`src/rtl/spi_reg_pkg.sv`:
```
package spi_reg_pkg;
  localparam int CMD_ADDR_W = 7;
  localparam int CMD_DATA_W = 8;
  localparam int FRAME_W    = 1 + CMD_ADDR_W + CMD_DATA_W;

  typedef enum logic [1:0] {
    ST_IDLE  = 2'd0,
    ST_XFER  = 2'd1,
    ST_STALL = 2'd2
  } xfer_state_t;

  // Command word: flag, byte address, byte (zeroed for reads).
  function automatic logic [FRAME_W-1:0] make_cmd(
    input logic                  wr,
    input logic [CMD_ADDR_W-1:0] a,
    input logic [CMD_DATA_W-1:0] d
  );
    logic [CMD_DATA_W-1:0] payload;
    payload = wr ? d : '0;
    return {wr, a, payload};
  endfunction

  // Odd half-phase index means SCLK goes high at its end.
  function automatic logic is_rise_step(input logic [7:0] step);
    return step[0];
  endfunction
endpackage

```
`src/rtl/spi_tick_gen.sv`:
```
module spi_tick_gen #(
  parameter int DIV = 32
) (
  input  logic clk,
  input  logic rst_n,
  input  logic run,
  output logic tick
);
  localparam int CW = (DIV > 1) ? $clog2(DIV) : 1;

  logic [CW-1:0] cnt;

  assign tick = run && (cnt == CW'(DIV - 1));

  always_ff @(posedge clk or negedge rst_n) begin
    if (!rst_n) begin
      cnt <= '0;
    end else if (!run || tick) begin
      cnt <= '0;
    end else begin
      cnt <= cnt + 1'b1;
    end
  end
endmodule

```
`src/rtl/spi_shift_unit.sv`:
```
module spi_shift_unit #(
  parameter int W = 16
) (
  input  logic         clk,
  input  logic         rst_n,
  input  logic         load,
  input  logic [W-1:0] load_word,
  input  logic         shift,
  input  logic         sample,
  input  logic         miso,
  output logic         mosi,
  output logic [W-1:0] rx_word
);
  logic [W-1:0] tx_q;
  logic [W-1:0] rx_q;

  assign mosi    = tx_q[W-1];
  assign rx_word = rx_q;

  always_ff @(posedge clk or negedge rst_n) begin
    if (!rst_n) begin
      tx_q <= '0;
    end else if (load) begin
      tx_q <= load_word;
    end else if (shift) begin
      tx_q <= {tx_q[W-2:0], 1'b0};
    end
  end

  always_ff @(posedge clk or negedge rst_n) begin
    if (!rst_n) begin
      rx_q <= '0;
    end else if (sample) begin
      rx_q <= {rx_q[W-2:0], miso};
    end
  end
endmodule

```
`src/rtl/spi_frame_seq.sv`:
```
module spi_frame_seq
  import spi_reg_pkg::*;
#(
  parameter int STALL_CYC = 2000,
  parameter int FRAME_BITS = 16
) (
  input  logic clk,
  input  logic rst_n,
  input  logic req,
  input  logic we,
  input  logic tick,
  output logic busy,
  output logic run,
  output logic launch,
  output logic host_go,
  output logic shift_en,
  output logic sample_en,
  output logic frame_done,
  output logic deliver,
  output logic cs_n,
  output logic sclk,
  output logic rvalid
);
  localparam int EDGES = 2 * FRAME_BITS;
  localparam int EW    = $clog2(EDGES + 1);
  localparam int SW    = (STALL_CYC > 1) ? $clog2(STALL_CYC + 1) : 1;

  xfer_state_t   st;
  logic [EW-1:0] step;
  logic [SW-1:0] stall_cnt;
  logic          pend;
  logic          collect_q;
  logic          dummy_go;
  logic          in_xfer;
  logic          last_step;
  logic          rise_step;

  assign in_xfer    = (st == ST_XFER);
  assign run        = in_xfer;
  assign busy       = (st != ST_IDLE);
  assign host_go    = (st == ST_IDLE) && req;
  assign dummy_go   = (st == ST_IDLE) && !req && pend;
  assign launch     = host_go || dummy_go;
  assign last_step  = (step == EW'(EDGES));
  assign rise_step  = is_rise_step(8'(step));
  assign frame_done = in_xfer && tick && last_step;
  assign sample_en  = in_xfer && tick && rise_step;
  assign shift_en   = in_xfer && tick && !rise_step && !last_step && (step != '0);
  assign deliver    = frame_done && collect_q;

  always_ff @(posedge clk or negedge rst_n) begin
    if (!rst_n) begin
      st        <= ST_IDLE;
      step      <= '0;
      stall_cnt <= '0;
      pend      <= 1'b0;
      collect_q <= 1'b0;
      cs_n      <= 1'b1;
      sclk      <= 1'b1;
      rvalid    <= 1'b0;
    end else begin
      rvalid <= 1'b0;
      case (st)
        ST_IDLE: begin
          if (launch) begin
            st        <= ST_XFER;
            cs_n      <= 1'b0;
            sclk      <= 1'b1;
            step      <= '0;
            collect_q <= pend;
            pend      <= host_go && !we;
          end
        end
        ST_XFER: begin
          if (tick) begin
            if (last_step) begin
              st        <= ST_STALL;
              cs_n      <= 1'b1;
              sclk      <= 1'b1;
              rvalid    <= collect_q;
              stall_cnt <= '0;
            end else begin
              step <= step + 1'b1;
              sclk <= rise_step;
            end
          end
        end
        ST_STALL: begin
          if (stall_cnt == SW'(STALL_CYC - 1)) begin
            st <= ST_IDLE;
          end else begin
            stall_cnt <= stall_cnt + 1'b1;
          end
        end
        default: st <= ST_IDLE;
      endcase
    end
  end
endmodule

```
`src/rtl/spi_reg_master.sv`:
```
module spi_reg_master
  import spi_reg_pkg::*;
#(
  parameter int CLK_DIV   = 32,
  parameter int STALL_CYC = 2000
) (
  input  logic                  clk,
  input  logic                  rst_n,
  input  logic                  req,
  input  logic                  we,
  input  logic [CMD_ADDR_W-1:0] addr,
  input  logic [CMD_DATA_W-1:0] wdata,
  output logic                  busy,
  output logic                  rvalid,
  output logic [FRAME_W-1:0]    rdata,
  output logic                  spi_cs_n,
  output logic                  spi_sclk,
  output logic                  spi_mosi,
  input  logic                  spi_miso
);
  logic               tick;
  logic               run;
  logic               frame_start;
  logic               host_go;
  logic               shift_en;
  logic               sample_en;
  logic               frame_done;
  logic               deliver;
  logic [FRAME_W-1:0] cmd_word;
  logic [FRAME_W-1:0] rx_word;
  logic [FRAME_W-1:0] rdata_q;

  assign cmd_word = host_go ? make_cmd(we, addr, wdata) : '0;
  assign rdata    = rdata_q;

  spi_tick_gen #(.DIV(CLK_DIV)) u_tick (
    .clk  (clk),
    .rst_n(rst_n),
    .run  (run),
    .tick (tick)
  );

  spi_frame_seq #(.STALL_CYC(STALL_CYC), .FRAME_BITS(FRAME_W)) u_seq (
    .clk       (clk),
    .rst_n     (rst_n),
    .req       (req),
    .we        (we),
    .tick      (tick),
    .busy      (busy),
    .run       (run),
    .launch    (frame_start),
    .host_go   (host_go),
    .shift_en  (shift_en),
    .sample_en (sample_en),
    .frame_done(frame_done),
    .deliver   (deliver),
    .cs_n      (spi_cs_n),
    .sclk      (spi_sclk),
    .rvalid    (rvalid)
  );

  spi_shift_unit #(.W(FRAME_W)) u_shift (
    .clk      (clk),
    .rst_n    (rst_n),
    .load     (frame_start),
    .load_word(cmd_word),
    .shift    (shift_en),
    .sample   (sample_en),
    .miso     (spi_miso),
    .mosi     (spi_mosi),
    .rx_word  (rx_word)
  );

  always_ff @(posedge clk or negedge rst_n) begin
    if (!rst_n) begin
      rdata_q <= '0;
    end else if (deliver) begin
      rdata_q <= rx_word;
    end
  end
endmodule

```
`config.mk`:
```
export PLATFORM = sky130hd
export DESIGN_NAME = spi_reg_master
export DESIGN_NICKNAME = d
export VERILOG_FILES = /design/src/rtl/spi_reg_pkg.sv /design/src/rtl/spi_tick_gen.sv /design/src/rtl/spi_shift_unit.sv /design/src/rtl/spi_frame_seq.sv /design/src/rtl/spi_reg_master.sv
export SDC_FILE = /design/constraint.sdc
export NUM_CORES = 1
export LEC_CHECK = 0
export BUFFER_PORTS_ARGS = -buffer_cell sky130_fd_sc_hd__buf_4
export CAP_MARGIN = 0
export CORE_MARGIN = 2
export CORE_UTILIZATION = 35
export DETAILED_ROUTE_END_ITERATION = 10
export PLACE_DENSITY = 0.57
export RECOVER_POWER = 50
export SYNTH_ARGS = -nofsm -noshare
export SYNTH_HDL_FRONTEND = slang
export SYNTH_SLANG_ARGS = --single-unit
```
`constraint.sdc`:
```
create_clock -name clk -period 2.2 [get_ports clk]
set_input_delay 0.11 -clock clk [delete_from_list [all_inputs] [get_ports clk]]
set_output_delay 0.11 -clock clk [all_outputs]
set_load 0.05 [all_outputs]
```
==> run_results.csv, run 1 <==
group,metric,value,unit
grt,grtUsageTotal,13.0,%
place,portBuffers,40,
setup_path,path_buf_inv,0,
timing,fin_ws,0.151,ns
drt,avgViaCountPerCell,4.91,
setup_path,required,2.46,ns
final_layout,area_delta_synth_final,20.7,%
clocking,cts_max_level,3,
timing,min_period,2.05,ns
clocking,cts_max_path_buffers,2,
grt,grt_pass1_vias,2233,
floorplan,fp-row-count,36,
grt,grt_overflow_total,0,
drt,first_iter_violations,86,
setup_path,crit_fanout,9,
synth,synth.distinct_cells,46,
final_layout,final_common_cell,"dfrtp_1",
grt,grt_pass1_wl,10.8,mm
timing,relSlewSlack,25.7,%
power,p_total,2.62,mW
final_layout,fillCellCount,966,
setup_path,worst_setup_path_end_kind,"flop",
drt,dr.pass1.iters,4,
floorplan,dieArea,0.0106,mm^2
final_layout,post-route-util,43.1,%
flow_run,maxCapViolations,0,
setup_path,max_stage_delay,0.40,ns
final_layout,seq_area,0.00193,mm^2
clocking,path_clk_slew,0.09,ns
floorplan,io_pins,41,
power,power_leakage,1.96,nW
min_path,hold_class,"input pin to flop",
timing,fin_worst_skew,0.0121,ns
grt,antenna_found_initial,0,
timing,max_slew.worst_pin.slew,1.11,ns
timing,setup_tns,0,ns
setup_path,cp_slowest_cell,"dfrtp_1",
drt,ant_nets,0,
setup_path,crit_family,"simple AND/OR/NAND/NOR gates",
setup_path,crit_path_start_kind,"flop",
synth,synth-async-reset-ratio,100,%
final_layout,drive_gt1_share,33.7,%
final_layout,postLayoutCellArea,0.00415,mm^2
floorplan,start_util,35.7,%
final_layout,multi_input_area,0.00142,mm^2
drt,wirelength,6.49,mm
place,dpl_worst_slack,0.0844,ns
timing,drv_slew,0,
outcome,status,"finished, final reports clean",
floorplan,die_x,103,um
clocking,clkLatencyLatePin,0.35,ns
synth,synth_cells,276,
setup_path,critical_path_class,"flop to flop",
setup_path,crit_chain,"ha_1 -> and3_1 -> ha_1 -> and3b_1 -> nand3_1 -> nand2_2 -> a31oi_1",
clocking,numCtsBuffers,9,
clocking,cts.sink_count,77,
power,power-per-cell-area,630,mW/mm^2
place,dpl_cell_area,0.00394,mm^2
final_layout,n_antenna_cell,0,
timing,fin_crit_sh,93.1,%
synth,ys_seq_area_share,56.1,%
synth,syn-cell-area,0.00344,mm^2
final_layout,fin_nets,352,
timing,max_freq,488,MHz
power,vdd_drop_max,0.000418,V
place,gp_congestion,0.766,
clocking,cts_tree,"built",
floorplan,die_y,103,um
synth,synth-main-ff-cell,"dfrtp_1",
setup_path,arrival,2.31,ns
floorplan,core,0.00964,mm^2
setup_path,cp_common_cell,"ha_1",
synth,ys_seq_elements,77,
synth,yosys_warnings,0,
synth,synthesis.nets,301,
final_layout,mostFrequentLayoutCells,"dfrtp_1, mux2_2, buf_4",
synth,synth_edf_count,0,
place,hpwlAfterDp,4.41,mm
timing,setup_viol,0,
grt,grt_max_degree,44,
drt,drc_errors,0,
synth,syn_avg_cell_area,12.5,um^2
drt,post_drt_wl_per_cell,14.0,um
timing,hold_viol_final,0,
drt,vias,2281,
clocking,clockRootBuffer,"clkbuf_8",
[worst paths after layout]
kind | start | to | slack (ns) | depth (start not counted)
max reg2reg | u_tick.cnt[0] | u_seq.stall_cnt[7] | 0.15 | 7
min | req | u_seq.pend | 0.03 | 3
min reg2reg | u_tick.cnt[0] | u_tick.cnt[0] | 0.47 | 1
max | u_tick.cnt[0] | u_seq.stall_cnt[7] | 0.15 | 7
min in group asynchronous | rst_n | u_shift.tx_q[2] | 0.51 | 2
max in group asynchronous | rst_n | u_seq.stall_cnt[0] | 0.94 | 3
[power breakdown]
part	switching [mW]	internal, mW
sequential	0.000599	1.42
clock	0.584	0.554
combinational	0.0348	0.0298
total	0.620	2.00
[per-stage QoR]
stage               hold slack, ns  std cells
detailed placement           0.147        445
global placement             0.147        445
finish                      0.0300        465
global route                0.0559        465
CTS                         0.0176        465
floorplan                   -0.186        276
[cells in the mapped netlist (2+ instances only)]
| library cell | instances | area, um^2 |
|---|---|---|
| dfrtp_1 | 75 | 1880 |
| mux2_2 | 46 | 518 |
| nand2_1 | 17 | 63.8 |
| a22o_1 | 14 | 123 |
| inv_1 | 10 | 37.5 |
| a31oi_1 | 8 | 50.1 |
| nand3_1 | 8 | 40.0 |
| nor2_1 | 8 | 30.0 |
| o21ai_0 | 8 | 40.0 |
| a21oi_1 | 7 | 35.0 |
| nor3_1 | 7 | 35.0 |
| and3_1 | 6 | 37.5 |
| buf_2 | 5 | 25.0 |
| ha_1 | 5 | 62.6 |
| nand4_1 | 5 | 31.3 |
| clkbuf_1 | 4 | 15.0 |
| mux2i_1 | 3 | 30.0 |
| nand2b_1 | 3 | 18.8 |
| o22ai_1 | 3 | 18.8 |
| o2bb2ai_1 | 3 | 26.3 |
| xor2_1 | 3 | 26.3 |
| buf_6 | 2 | 22.5 |
| dfstp_2 | 2 | 52.6 |
| nor3b_1 | 2 | 15.0 |
[final cells by class]
type,instances,area share (%)
sequential,77,46.5
multi-input combinational,177,34.2
timing repair buffer,52,9.28
tap,133,4.01
clock buffer,9,2.98
clock inverter,7,2.14
inverter,10,0.904
[state kept, by name (all words and copies together), names as in the netlist]
| register | count |
|---|---|
| u_seq.st | 2 |
| u_shift.tx_q | 16 |
| u_seq.rvalid | 1 |
| u_seq.stall_cnt | 11 |
| u_shift.rx_word | 16 |
| u_seq.sclk | 1 |
| u_seq.step | 6 |
| u_seq.pend | 1 |
| rdata | 16 |
| u_seq.cs_n | 1 |
| u_tick.cnt | 5 |
| u_seq.collect_q | 1 |
[worst reg2reg max path, stage by stage (launching register included)]
cell     delay (ns)
dfrtp_1        0.40
ha_1           0.23
and3_1         0.18
ha_1           0.22
and3b_1        0.26
nand3_1        0.25
nand2_2        0.20
a31oi_1        0.23
[layer usage]
metal	up-vias	GRT usage [%]	part of all wire, %
li1	1105	-	-
met2	37	20.4	48
met3	6	3.25	3.4
met4	0	4.55	0.83
met1	1133	17.6	47
met5	-	0	0
[logic make-up after synthesis]
family                   Yosys count  share of synthesized area, %
adder cells (fa/ha/maj)            5                          1.82
AO/OA/AOI/OAI                     52                          11.1
AND/OR/NAND/NOR                   67                          11.0
buffers and inverters             22                          3.06
flip-flops                        77                          56.1
XOR/XNOR                           4                          1.02
multiplexers                      49                          15.9
[what timing repair did]
item / CTS / global route
endpoints found under the hold margin: 43 / 0
setup endpoints to repair: 0 / 16
hold buffers: 4 / 0
resized for setup: 0 / 1
buffers inserted: 0 / 0
(Power assumes the default switching activity.)
==> inputs of run 2 (changes only) <==
--- a/config.mk
+++ b/config.mk
@@ -9,7 +9,9 @@
 export CAP_MARGIN = 0
 export CORE_MARGIN = 2
 export CORE_UTILIZATION = 35
+export CTS_CLUSTER_SIZE = 28
 export DETAILED_ROUTE_END_ITERATION = 10
+export MAX_ROUTING_LAYER = met4
 export PLACE_DENSITY = 0.57
 export RECOVER_POWER = 50
 export SYNTH_ARGS = -nofsm -noshare
==> run 2 against run 1 <==
Count of clock-buffer cells in the layout is the same. Total power is essentially flat. Sequential share of layout area is the same. Die area is the same. Sequential power is essentially flat. Utilization is the same.
==> run_results.csv, run 2 (synthesized netlist as in run 1, its figures left out) <==
group,metric,value,unit
outcome,status,"finished, final reports clean",
place,dp_cells,445,
setup_path,rrSetupSlack,0.14,ns
floorplan,io_pins,41,
power,vdd_drop_max,0.000420,V
timing,hold_viol_final,0,
grt,grt_pass1_vias,2225,
drt,dr.pass1.iters,4,
grt,antenna_found_initial,0,
floorplan,die_y,103,um
setup_path,r2r-end,"u_seq.stall_cnt[7]",
clocking,cts_max_level,3,
min_path,hold_depth,3,
timing,setup_viol,0,
timing,drv_slew,0,
place,gp_congestion,0.776,
timing,fin_crit_sh,93.7,%
clocking,clkLatencyLatePin,0.35,ns
final_layout,drive_gt1_share,33.7,%
drt,ant_nets,0,
setup_path,r2r_cells,7,
power,switching_share,23.6,%
power,seqPwrFrac,54.1,%
grt,grt_max_degree,44,
final_layout,seq_area,0.00193,mm^2
floorplan,start_util,35.7,%
power,power_frac_clock,43.4,%
power,p_sw,0.617,mW
flow_run,maxCapViolations,0,
grt,grtUsageTotal,13.5,%
clocking,numCtsBuffers,9,
power,intPower,2.00,mW
clocking,cts_tree,"built",
timing,min_period,2.06,ns
setup_path,r2r_start,"u_tick.cnt[0]",
floorplan,die_x,103,um
place,hpwlAfterDp,4.41,mm
grt,grt_overflow_total,0,
power,power_leakage,1.96,nW
setup_path,critical_path_class,"flop to flop",
final_layout,instances_no_fill,465,
drt,first_iter_violations,83,
final_layout,multi_input_area,0.00142,mm^2
setup_path,crit_fanout,9,
min_path,worstHoldEndpoint,"u_seq.pend",
drt,wirelength,6.52,mm
setup_path,worst_setup_path_end_kind,"flop",
timing,timing.hold.ws,0.0317,ns
grt,grt_pass1_wl,10.8,mm
setup_path,required,2.46,ns
drt,post_drt_wl_per_cell,14.0,um
floorplan,fp-row-count,36,
floorplan,dieArea,0.0106,mm^2
final_layout,n_antenna_cell,0,
place,portBuffers,40,
setup_path,arrival,2.32,ns
timing,relSlewSlack,25.6,%
timing,fin_worst_skew,0.0125,ns
timing,max_slew.worst_pin.slew,1.12,ns
power,power-per-cell-area,630,mW/mm^2
drt,vias,2261,
timing,max_freq,485,MHz
final_layout,fin_nets,352,
drt,drc_errors,0,
final_layout,area_delta_synth_final,20.7,%
drt,avgViaCountPerCell,4.86,
min_path,hold_class,"input pin to flop",
timing,setup_tns,0,ns
min_path,hp-start,"req",
clocking,clockRootBuffer,"clkbuf_8",
final_layout,fillCellCount,966,
clocking,path_clk_slew,0.09,ns
final_layout,final_common_cell,"dfrtp_1",
floorplan,core,0.00964,mm^2
power,combPwrFrac,2.5,%
clocking,cts_max_path_buffers,2,
final_layout,mostFrequentLayoutCells,"dfrtp_1, mux2_2, buf_4",
clocking,cts.sink_count,77,
setup_path,crit_path_start_kind,"flop",
## run 2: repair_timing
item | in CTS | in global routing
hold endpoints to repair | 43 | 0
hold buffers | 4 | 0
setup endpoints to repair | 0 | 16
buffers inserted | 0 | 0
gates resized for setup | 0 | 1
## run 2: worst max-delay path by stage
| stage | cells after the start | start | end |
|---|---|---|---|
| floorplan | 9 | u_tick.cnt[0] | u_shift.rx_word[10] |
| finish | 7 | u_tick.cnt[0] | u_seq.stall_cnt[7] |
| global route | 7 | u_tick.cnt[0] | u_seq.stall_cnt[6] |
| CTS | 6 | u_tick.cnt[0] | u_shift.rx_word[14] |
| global placement | 6 | u_tick.cnt[0] | u_shift.rx_word[6] |
| detailed placement | 6 | u_tick.cnt[0] | u_shift.rx_word[14] |
## run 2: stage by stage
step | utilization [%] | area [um^2] | setup WS (ns) | power, mW
5_1_grt | 43.1 | 4150 | -0.00708 | 2.72
4_1_cts | 43.4 | 4190 | 0.0658 | 2.66
2_1_floorplan | - | 3450 | 0.0334 | 1.45
3_5_place_dp | 40.8 | 3940 | 0.0844 | 1.51
6_report | 43.1 | 4150 | 0.139 | 2.62
3_3_place_gp | 40.8 | 3940 | 0.126 | 1.51
## run 2: power by group through the flow
stage | clock network [mW] | registers, mW | logic, mW
final | 1.14 | 1.42 | 0.0648
after floorplan | 0 | 1.44 | 0.00116
after CTS | 1.18 | 1.42 | 0.0685
after global routing | 1.23 | 1.42 | 0.0739
after global placement | 0 | 1.44 | 0.0620
after detailed placement | 0 | 1.44 | 0.0622
## run 2: cell type report
| class | instances | area share, % |
|---|---|---|
| clock buffer | 9 | 2.98 |
| clock inverter | 7 | 2.14 |
| sequential | 77 | 46.5 |
| multi-input combinational | 177 | 34.2 |
| inverter | 10 | 0.904 |
| timing repair buffer | 52 | 9.28 |
| tap | 133 | 4.01 |
## run 2: worst max-delay path: stages (launching register included)
cell     delay [ns]
dfrtp_1        0.40
ha_1           0.23
and3_1         0.18
ha_1           0.22
and3b_1        0.26
nand3_1        0.25
nand2_2        0.20
a31oi_1        0.24
## run 2: routing by layer
layer	share of wire [%]	global-route usage (%)
met1	48	17.8
met2	49	20.3
met3	3.3	3.39
met4	0.44	4.55
met5	0	-
